===== src/rtl/sp_ftz_pkg.sv =====
package sp_ftz_pkg;

  // Operand-pair class decided in the first stage; it selects the result
  // kind in the last stage.
  typedef enum logic [1:0] {
    CLS_FINITE = 2'd0,
    CLS_ZERO   = 2'd1,
    CLS_INF    = 2'd2,
    CLS_NAN    = 2'd3
  } ftz_cls_e;

endpackage


===== src/rtl/sp_ftz_rst_sync.sv =====
// Reset conditioner: asserts asynchronously, releases on the clock.
module sp_ftz_rst_sync #(
  parameter int STAGES = 2
) (
  input  logic clk,
  input  logic rst_n_in,
  output logic rst_n_out
);

  logic [STAGES-1:0] sync_q;
  logic [STAGES-1:0] sync_d;

  always_comb begin
    sync_d = {sync_q[STAGES-2:0], 1'b1};
  end

  always_ff @(posedge clk or negedge rst_n_in) begin
    if (!rst_n_in) sync_q <= '0;
    else           sync_q <= sync_d;
  end

  assign rst_n_out = sync_q[STAGES-1];

endmodule


===== src/rtl/sp_ftz_unpack.sv =====
// Operand decode: field split, subnormal-as-zero, pair classification,
// sign and unbiased exponent sum.
module sp_ftz_unpack
  import sp_ftz_pkg::*;
#(
  parameter int EXP_W  = 8,
  parameter int FRAC_W = 23
) (
  input  logic [EXP_W+FRAC_W:0]       op_a,
  input  logic [EXP_W+FRAC_W:0]       op_b,
  output logic                        res_sign,
  output ftz_cls_e                    res_cls,
  output logic signed [EXP_W+2:0]     exp_sum,
  output logic [FRAC_W:0]             sig_a,
  output logic [FRAC_W:0]             sig_b
);

  localparam int WORD_W = EXP_W + FRAC_W + 1;
  localparam int SIG_W  = FRAC_W + 1;
  localparam int ESUM_W = EXP_W + 3;
  localparam int BIAS   = (1 << (EXP_W - 1)) - 1;

  logic [WORD_W-1:0] op_w   [2];
  logic [EXP_W-1:0]  exp_f  [2];
  logic [FRAC_W-1:0] frac_f [2];
  logic [SIG_W-1:0]  sig_f  [2];
  logic [1:0]        is_zero;
  logic [1:0]        is_inf;
  logic [1:0]        is_nan;

  assign op_w[0] = op_a;
  assign op_w[1] = op_b;

  // Identical decode for each operand.
  for (genvar g = 0; g < 2; g++) begin : g_opdec
    assign exp_f[g]   = op_w[g][WORD_W-2 -: EXP_W];
    assign frac_f[g]  = op_w[g][FRAC_W-1:0];
    assign is_zero[g] = (exp_f[g] == '0);            // zero or subnormal
    assign is_inf[g]  = (&exp_f[g]) && (frac_f[g] == '0);
    assign is_nan[g]  = (&exp_f[g]) && (frac_f[g] != '0);
    assign sig_f[g]   = {1'b1, frac_f[g]};
  end

  assign sig_a    = sig_f[0];
  assign sig_b    = sig_f[1];
  assign res_sign = op_a[WORD_W-1] ^ op_b[WORD_W-1];

  always_comb begin
    if ((|is_nan) || ((|is_inf) && (|is_zero))) res_cls = CLS_NAN;
    else if (|is_inf)                           res_cls = CLS_INF;
    else if (|is_zero)                          res_cls = CLS_ZERO;
    else                                        res_cls = CLS_FINITE;
  end

  assign exp_sum = $signed(ESUM_W'(exp_f[0]) + ESUM_W'(exp_f[1]) - ESUM_W'(BIAS));

endmodule


===== src/rtl/sp_ftz_round.sv =====
// Final stage logic: one-place normalize, round to nearest-even,
// renormalize on carry, range check and repack.
module sp_ftz_round
  import sp_ftz_pkg::*;
#(
  parameter int EXP_W  = 8,
  parameter int FRAC_W = 23
) (
  input  logic [2*FRAC_W+1:0]      prod,
  input  logic signed [EXP_W+2:0]  exp_sum,
  input  logic                     res_sign,
  input  ftz_cls_e                 res_cls,
  output logic [EXP_W+FRAC_W:0]    result
);

  localparam int SIG_W  = FRAC_W + 1;
  localparam int PROD_W = 2 * SIG_W;
  localparam int ESUM_W = EXP_W + 3;
  localparam logic signed [ESUM_W-1:0] E_FLOOR = '0;
  localparam logic signed [ESUM_W-1:0] E_CEIL  = ESUM_W'((1 << EXP_W) - 1);
  localparam logic [EXP_W+FRAC_W:0] QNAN =
    {1'b0, {EXP_W{1'b1}}, 1'b1, {(FRAC_W-1){1'b0}}};

  logic                     hi;
  logic [PROD_W-1:0]        aligned;
  logic [SIG_W-1:0]         kept;
  logic                     guard;
  logic                     sticky;
  logic                     round_up;
  logic [SIG_W:0]           rounded;
  logic                     carry;
  logic [SIG_W-1:0]         norm;
  logic signed [ESUM_W-1:0] exp_fin;
  logic                     ovf;
  logic                     unf;

  always_comb begin
    hi       = prod[PROD_W-1];
    aligned  = hi ? prod : (prod << 1);
    kept     = aligned[PROD_W-1 -: SIG_W];
    guard    = aligned[PROD_W-1-SIG_W];
    sticky   = |aligned[PROD_W-2-SIG_W:0];
    round_up = guard & (sticky | kept[0]);
    rounded  = {1'b0, kept} + (SIG_W+1)'(round_up);
    carry    = rounded[SIG_W];
    norm     = carry ? rounded[SIG_W:1] : rounded[SIG_W-1:0];
    exp_fin  = exp_sum + $signed(ESUM_W'(hi)) + $signed(ESUM_W'(carry));
    ovf      = (exp_fin >= E_CEIL);
    unf      = (exp_fin <= E_FLOOR) || !norm[SIG_W-1];
  end

  always_comb begin
    unique case (res_cls)
      CLS_NAN:  result = QNAN;
      CLS_INF:  result = {res_sign, {EXP_W{1'b1}}, {FRAC_W{1'b0}}};
      CLS_ZERO: result = {res_sign, {(EXP_W+FRAC_W){1'b0}}};
      default: begin
        if (ovf)      result = {res_sign, {EXP_W{1'b1}}, {FRAC_W{1'b0}}};
        else if (unf) result = {res_sign, {(EXP_W+FRAC_W){1'b0}}};
        else          result = {res_sign, exp_fin[EXP_W-1:0], norm[FRAC_W-1:0]};
      end
    endcase
  end

endmodule


===== src/rtl/sp_ftz_mul.sv =====
// Three-stage flush-to-zero binary floating-point multiplier.
module sp_ftz_mul
  import sp_ftz_pkg::*;
#(
  parameter int EXP_W  = 8,
  parameter int FRAC_W = 23
) (
  input  logic                     clk,
  input  logic                     rst_n,
  input  logic                     in_valid,
  input  logic [EXP_W+FRAC_W:0]    in_a,
  input  logic [EXP_W+FRAC_W:0]    in_b,
  output logic                     out_valid,
  output logic [EXP_W+FRAC_W:0]    out_data
);

  localparam int WORD_W = EXP_W + FRAC_W + 1;
  localparam int SIG_W  = FRAC_W + 1;
  localparam int PROD_W = 2 * SIG_W;
  localparam int ESUM_W = EXP_W + 3;

  logic rst_sync_n;

  sp_ftz_rst_sync #(.STAGES(2)) u_rst_sync (
    .clk       (clk),
    .rst_n_in  (rst_n),
    .rst_n_out (rst_sync_n)
  );

  // ---------------- stage 1: decode ----------------
  logic                     dec_sign;
  ftz_cls_e                 dec_cls;
  logic signed [ESUM_W-1:0] dec_exp;
  logic [SIG_W-1:0]         dec_sig_a;
  logic [SIG_W-1:0]         dec_sig_b;

  sp_ftz_unpack #(.EXP_W(EXP_W), .FRAC_W(FRAC_W)) u_unpack (
    .op_a     (in_a),
    .op_b     (in_b),
    .res_sign (dec_sign),
    .res_cls  (dec_cls),
    .exp_sum  (dec_exp),
    .sig_a    (dec_sig_a),
    .sig_b    (dec_sig_b)
  );

  logic                     s1_valid_q, s1_valid_d;
  logic                     s1_sign_q,  s1_sign_d;
  ftz_cls_e                 s1_cls_q,   s1_cls_d;
  logic signed [ESUM_W-1:0] s1_exp_q,   s1_exp_d;
  logic [SIG_W-1:0]         s1_sa_q,    s1_sa_d;
  logic [SIG_W-1:0]         s1_sb_q,    s1_sb_d;

  always_comb begin
    s1_valid_d = in_valid;
    s1_sign_d  = in_valid ? dec_sign  : s1_sign_q;
    s1_cls_d   = in_valid ? dec_cls   : s1_cls_q;
    s1_exp_d   = in_valid ? dec_exp   : s1_exp_q;
    s1_sa_d    = in_valid ? dec_sig_a : s1_sa_q;
    s1_sb_d    = in_valid ? dec_sig_b : s1_sb_q;
  end

  // ---------------- stage 2: significand product ----------------
  logic                     s2_valid_q, s2_valid_d;
  logic                     s2_sign_q,  s2_sign_d;
  ftz_cls_e                 s2_cls_q,   s2_cls_d;
  logic signed [ESUM_W-1:0] s2_exp_q,   s2_exp_d;
  logic [PROD_W-1:0]        s2_prod_q,  s2_prod_d;
  logic [PROD_W-1:0]        mul_full;

  assign mul_full = PROD_W'(s1_sa_q) * PROD_W'(s1_sb_q);

  always_comb begin
    s2_valid_d = s1_valid_q;
    s2_sign_d  = s1_valid_q ? s1_sign_q : s2_sign_q;
    s2_cls_d   = s1_valid_q ? s1_cls_q  : s2_cls_q;
    s2_exp_d   = s1_valid_q ? s1_exp_q  : s2_exp_q;
    s2_prod_d  = s1_valid_q ? mul_full  : s2_prod_q;
  end

  // ---------------- stage 3: round and pack ----------------
  logic [WORD_W-1:0] packed_res;
  logic              s3_valid_q, s3_valid_d;
  logic [WORD_W-1:0] s3_data_q,  s3_data_d;

  sp_ftz_round #(.EXP_W(EXP_W), .FRAC_W(FRAC_W)) u_round (
    .prod     (s2_prod_q),
    .exp_sum  (s2_exp_q),
    .res_sign (s2_sign_q),
    .res_cls  (s2_cls_q),
    .result   (packed_res)
  );

  always_comb begin
    s3_valid_d = s2_valid_q;
    s3_data_d  = s2_valid_q ? packed_res : s3_data_q;
  end

  // ---------------- registers ----------------
  always_ff @(posedge clk or negedge rst_sync_n) begin
    if (!rst_sync_n) begin
      s1_valid_q <= 1'b0;
      s2_valid_q <= 1'b0;
      s3_valid_q <= 1'b0;
    end else begin
      s1_valid_q <= s1_valid_d;
      s2_valid_q <= s2_valid_d;
      s3_valid_q <= s3_valid_d;
    end
  end

  always_ff @(posedge clk) begin
    s1_sign_q <= s1_sign_d;
    s1_cls_q  <= s1_cls_d;
    s1_exp_q  <= s1_exp_d;
    s1_sa_q   <= s1_sa_d;
    s1_sb_q   <= s1_sb_d;
    s2_sign_q <= s2_sign_d;
    s2_cls_q  <= s2_cls_d;
    s2_exp_q  <= s2_exp_d;
    s2_prod_q <= s2_prod_d;
    s3_data_q <= s3_data_d;
  end

  assign out_valid = s3_valid_q;
  assign out_data  = s3_data_q;

endmodule


===== config.mk =====
export PLATFORM = sky130hd
export DESIGN_NAME = sp_ftz_mul
export DESIGN_NICKNAME = d
export VERILOG_FILES = /design/src/rtl/sp_ftz_pkg.sv /design/src/rtl/sp_ftz_rst_sync.sv /design/src/rtl/sp_ftz_unpack.sv /design/src/rtl/sp_ftz_round.sv /design/src/rtl/sp_ftz_mul.sv
export SDC_FILE = /design/constraint.sdc
export NUM_CORES = 2
export LEC_CHECK = 0
export ABC_AREA = 0
export BUFFER_PORTS_ARGS = -buffer_cell sky130_fd_sc_hd__buf_4
export CAP_MARGIN = 20
export CORE_MARGIN = 2
export CORE_UTILIZATION = 55
export DETAILED_ROUTE_END_ITERATION = 7
export PLACE_DENSITY_LB_ADDON = 0.3
export SLEW_MARGIN = 20
export SYNTH_ARGS = -nofsm -noshare
export SYNTH_HDL_FRONTEND = slang
export SYNTH_SLANG_ARGS = --single-unit

===== constraint.sdc =====
create_clock -name clk -period 0.8 [get_ports clk]
set_clock_uncertainty 0.05 [all_clocks]
set_input_delay 0 -clock clk [delete_from_list [all_inputs] [get_ports clk]]
set_output_delay 0 -clock clk [all_outputs]
set_load 0.03 [all_outputs]

==> out/qor.csv <==
metric;value;unit
wl;79600;um
die_x;220;um
start_util;55.4;%
ys_top_cells_by_area;fa_1 38%, edfxtp_1 18%, ha_1 9.0%;
die-area;48400;um2
arrival;7190;ps
avgSynthCellArea;9.77;um2
cts_root_buf;clkbuf_16;
fin_nets;3981;
yosys.area.top_type;fa_1;
synth_area;25700;um2
drtAntennaViolNets;0;
dp_hpwl;60700;um
r2r_setup_slack;-6210;ps
dr.first_iter.drc_count;1592;
synthArstFlopShare;3.14;%
synth-main-ff-cell;edfxtp_1;
grt_usage;33.3;%
areaGrowthSynthToFinish;36.2;%
crit_top_cell;fa_1;
drc;0;
grt_pass1_vias;23500;
io_pins;100;
cp.depth;25;
endpoint;s2_prod_q[35];
yosysSeqAreaShare;18.5;%
hold_path_class;primary input to register;
post-place-ws;-6250;ps
via_per_inst;5.47;
r2r_end;s2_prod_q[35];
gr-total-overflow;0;
ys_warn_count;0;
core;46400;um2
multi_input_area;20000;um2
synth.net_count;3362;
regArea;4760;um2
stdcell_area;35000;um2
start_kind;register;
dpl.cell_count;3699;
dieHeight;220;um
finalSetupViolCount;219;
dpl-instance-area;31200;um2
synth.top_cell.area_share;37.7;%
first_pass_iters;5;
antenna_found_initial;0;
clockBufferDepth;2;
synth_edf_count;154;
fill_cells;2825;
max_cap_viol_count;0;
h-tree-depth;4;
grt_pass1_wl;121000;um
yosysUniqueCellTypes;68;
clk_pin_slew;70;ps
cpLargestDelayFamily;adder cells;
setup.worst_path.start;s1_sb_q[1];
crit_fanout;8;
setup_ws;-6210;ps
whs;-112;ps
cpPeakStageDelay;540;ps
status;finished with violations;
period_minus_slack;7010;ps
layout-drive-gt1-share;31.9;%
cp.buffers_inverters;7;
drv_slew;0;
hold_violations;16;
reg2reg_depth;25;
critPathKind;register to register;
max_freq;0.143;GHz
max_slew_margin;55.3;%
fp-row-count;79;
cts_tree;yes;
portBuffers;99;
grt_setup_unrepaired;yes;
slowest_stage;fa_1;
violations;hold timing, setup timing;
cts_made_buffers;17;
gp_congestion;0.994;
netlist_instances;2627;
clock-sinks;159;
fin_cells;3867;
wire_per_inst;20.6;um
tightest_slew;669;ps
timing.final.crit_share;876;%
r2r_start;s1_sb_q[1];
end_kind;register;
vias;21200;
grt_max_degree;24;
synth_seq_cells;159;
worst_ep_required_time;980;ps
min_from;in_valid;
insertion_delay;500;ps
## stage by stage
step                setup TNS (ps)  util [%]  hold slack, ps
floorplan                  -377420         -            -346
global placement           -376310      67.3            -266
detailed placement         -382440      67.3            -266
CTS                        -379680      73.9            -131
global route               -400790      75.4            -133
finish                     -386970      75.4            -112
## Yosys cell counts (4+ instances only)
master	n
a211oi_1	11
a211oi_2	4
a21o_1	31
a21oi_1	63
a31oi_1	8
and2_1	254
and3_1	6
buf_2	4
clkbuf_1	109
dfrtp_1	5
edfxtp_1	154
fa_1	484
ha_1	184
inv_1	591
mux2i_1	13
nand2_1	310
nand2b_1	9
nand3_1	27
nand4_1	23
nor2_1	76
nor2b_1	5
nor3_1	14
nor4_1	23
o211ai_1	9
o21a_1	11
o21ai_0	39
o21bai_1	7
or3_1	6
xnor2_1	52
xor2_1	42
## sequential cells by signal, summed over array words and instances, names as in the netlist, 2 cells and up
signal             flops
out_data              32
s1_cls_q               2
s1_exp_q              11
s1_sa_q               23
s1_sb_q               23
s2_cls_q               2
s2_exp_q              11
s2_prod_q             48
u_rst_sync.sync_q      2
## cells in the final DEF (no fill, tap or decap), drive strengths merged, types with 6 or more instances in the layout
| cell type | Yosys | routed |
|---|---|---|
| a211oi | 15 | 15 |
| a21o | 31 | 31 |
| a21oi | 63 | 63 |
| a31oi | 8 | 8 |
| and2 | 254 | 254 |
| and3 | 6 | 6 |
| buf | 8 | 667 |
| clkbuf | 109 | 17 |
| clkinv | 3 | 7 |
| dlygate4sd3 | 0 | 50 |
| edfxtp | 154 | 154 |
| fa | 484 | 484 |
| ha | 184 | 184 |
| inv | 591 | 599 |
| mux2i | 14 | 14 |
| nand2 | 310 | 310 |
| nand2b | 10 | 10 |
| nand3 | 27 | 27 |
| nand4 | 23 | 23 |
| nor2 | 76 | 76 |
| nor3 | 14 | 14 |
| nor4 | 26 | 26 |
| o211ai | 9 | 9 |
| o21a | 11 | 11 |
| o21ai | 39 | 39 |
| o21bai | 7 | 7 |
| or3 | 7 | 7 |
| xnor2 | 52 | 52 |
| xor2 | 42 | 42 |
## area by class of cell
class / instances / area share [%]
multi-input combinational: 1757 / 57.1
inverter: 594 / 6.43
clock inverter: 15 / 0.590
antenna: 1 / 0.00716
sequential: 159 / 13.6
tap: 607 / 2.17
clock buffer: 17 / 1.22
timing repair buffer: 717 / 18.9
## cells by family after synthesis
family | after synthesis | synth area share, %
other | 1 | 0.0146
xor gates and xnor gates | 94 | 3.21
AOI/OAI and AO/OA | 209 | 5.36
and+or+nand+nor | 769 | 15.1
adders and majority gates | 668 | 46.7
buffers and inverters | 711 | 10.5
DFF | 159 | 18.5
muxes | 16 | 0.648
## metal layers
layer | GRT usage [%] | routed length (um)
met5 | 0 | 0
met4 | 15.9 | 4270
met3 | 7.48 | 6350
met2 | 57.9 | 40400
met1 | 39.0 | 28600
## how the worst min path moves through the flow
stage | to | depth (start not counted) | slack, ps
global route | s1_valid_q | 2 | -130
detailed placement | u_rst_sync.sync_q[0] | 1 | -270
CTS | s1_valid_q | 2 | -130
finish | s1_valid_q | 2 | -110
global placement | u_rst_sync.sync_q[0] | 1 | -270
floorplan | u_rst_sync.sync_q[0] | 0 | -350
## timing repair
| action | 4_1_cts | 5_1_grt |
|---|---|---|
| hold buffers | 50 | 1 |
| pin swaps | 83 | 84 |
| gates resized for setup | 284 | 164 |
| cloned | 11 | 0 |
| setup buffers | 61 | 28 |
| hold endpoints to repair | 88 | 27 |
| endpoints found under the setup margin | 220 | 220 |
Power is left out: the tool's default activity adds up to more than one toggle a clock period on the data nets, which glitch-free logic cannot reach.
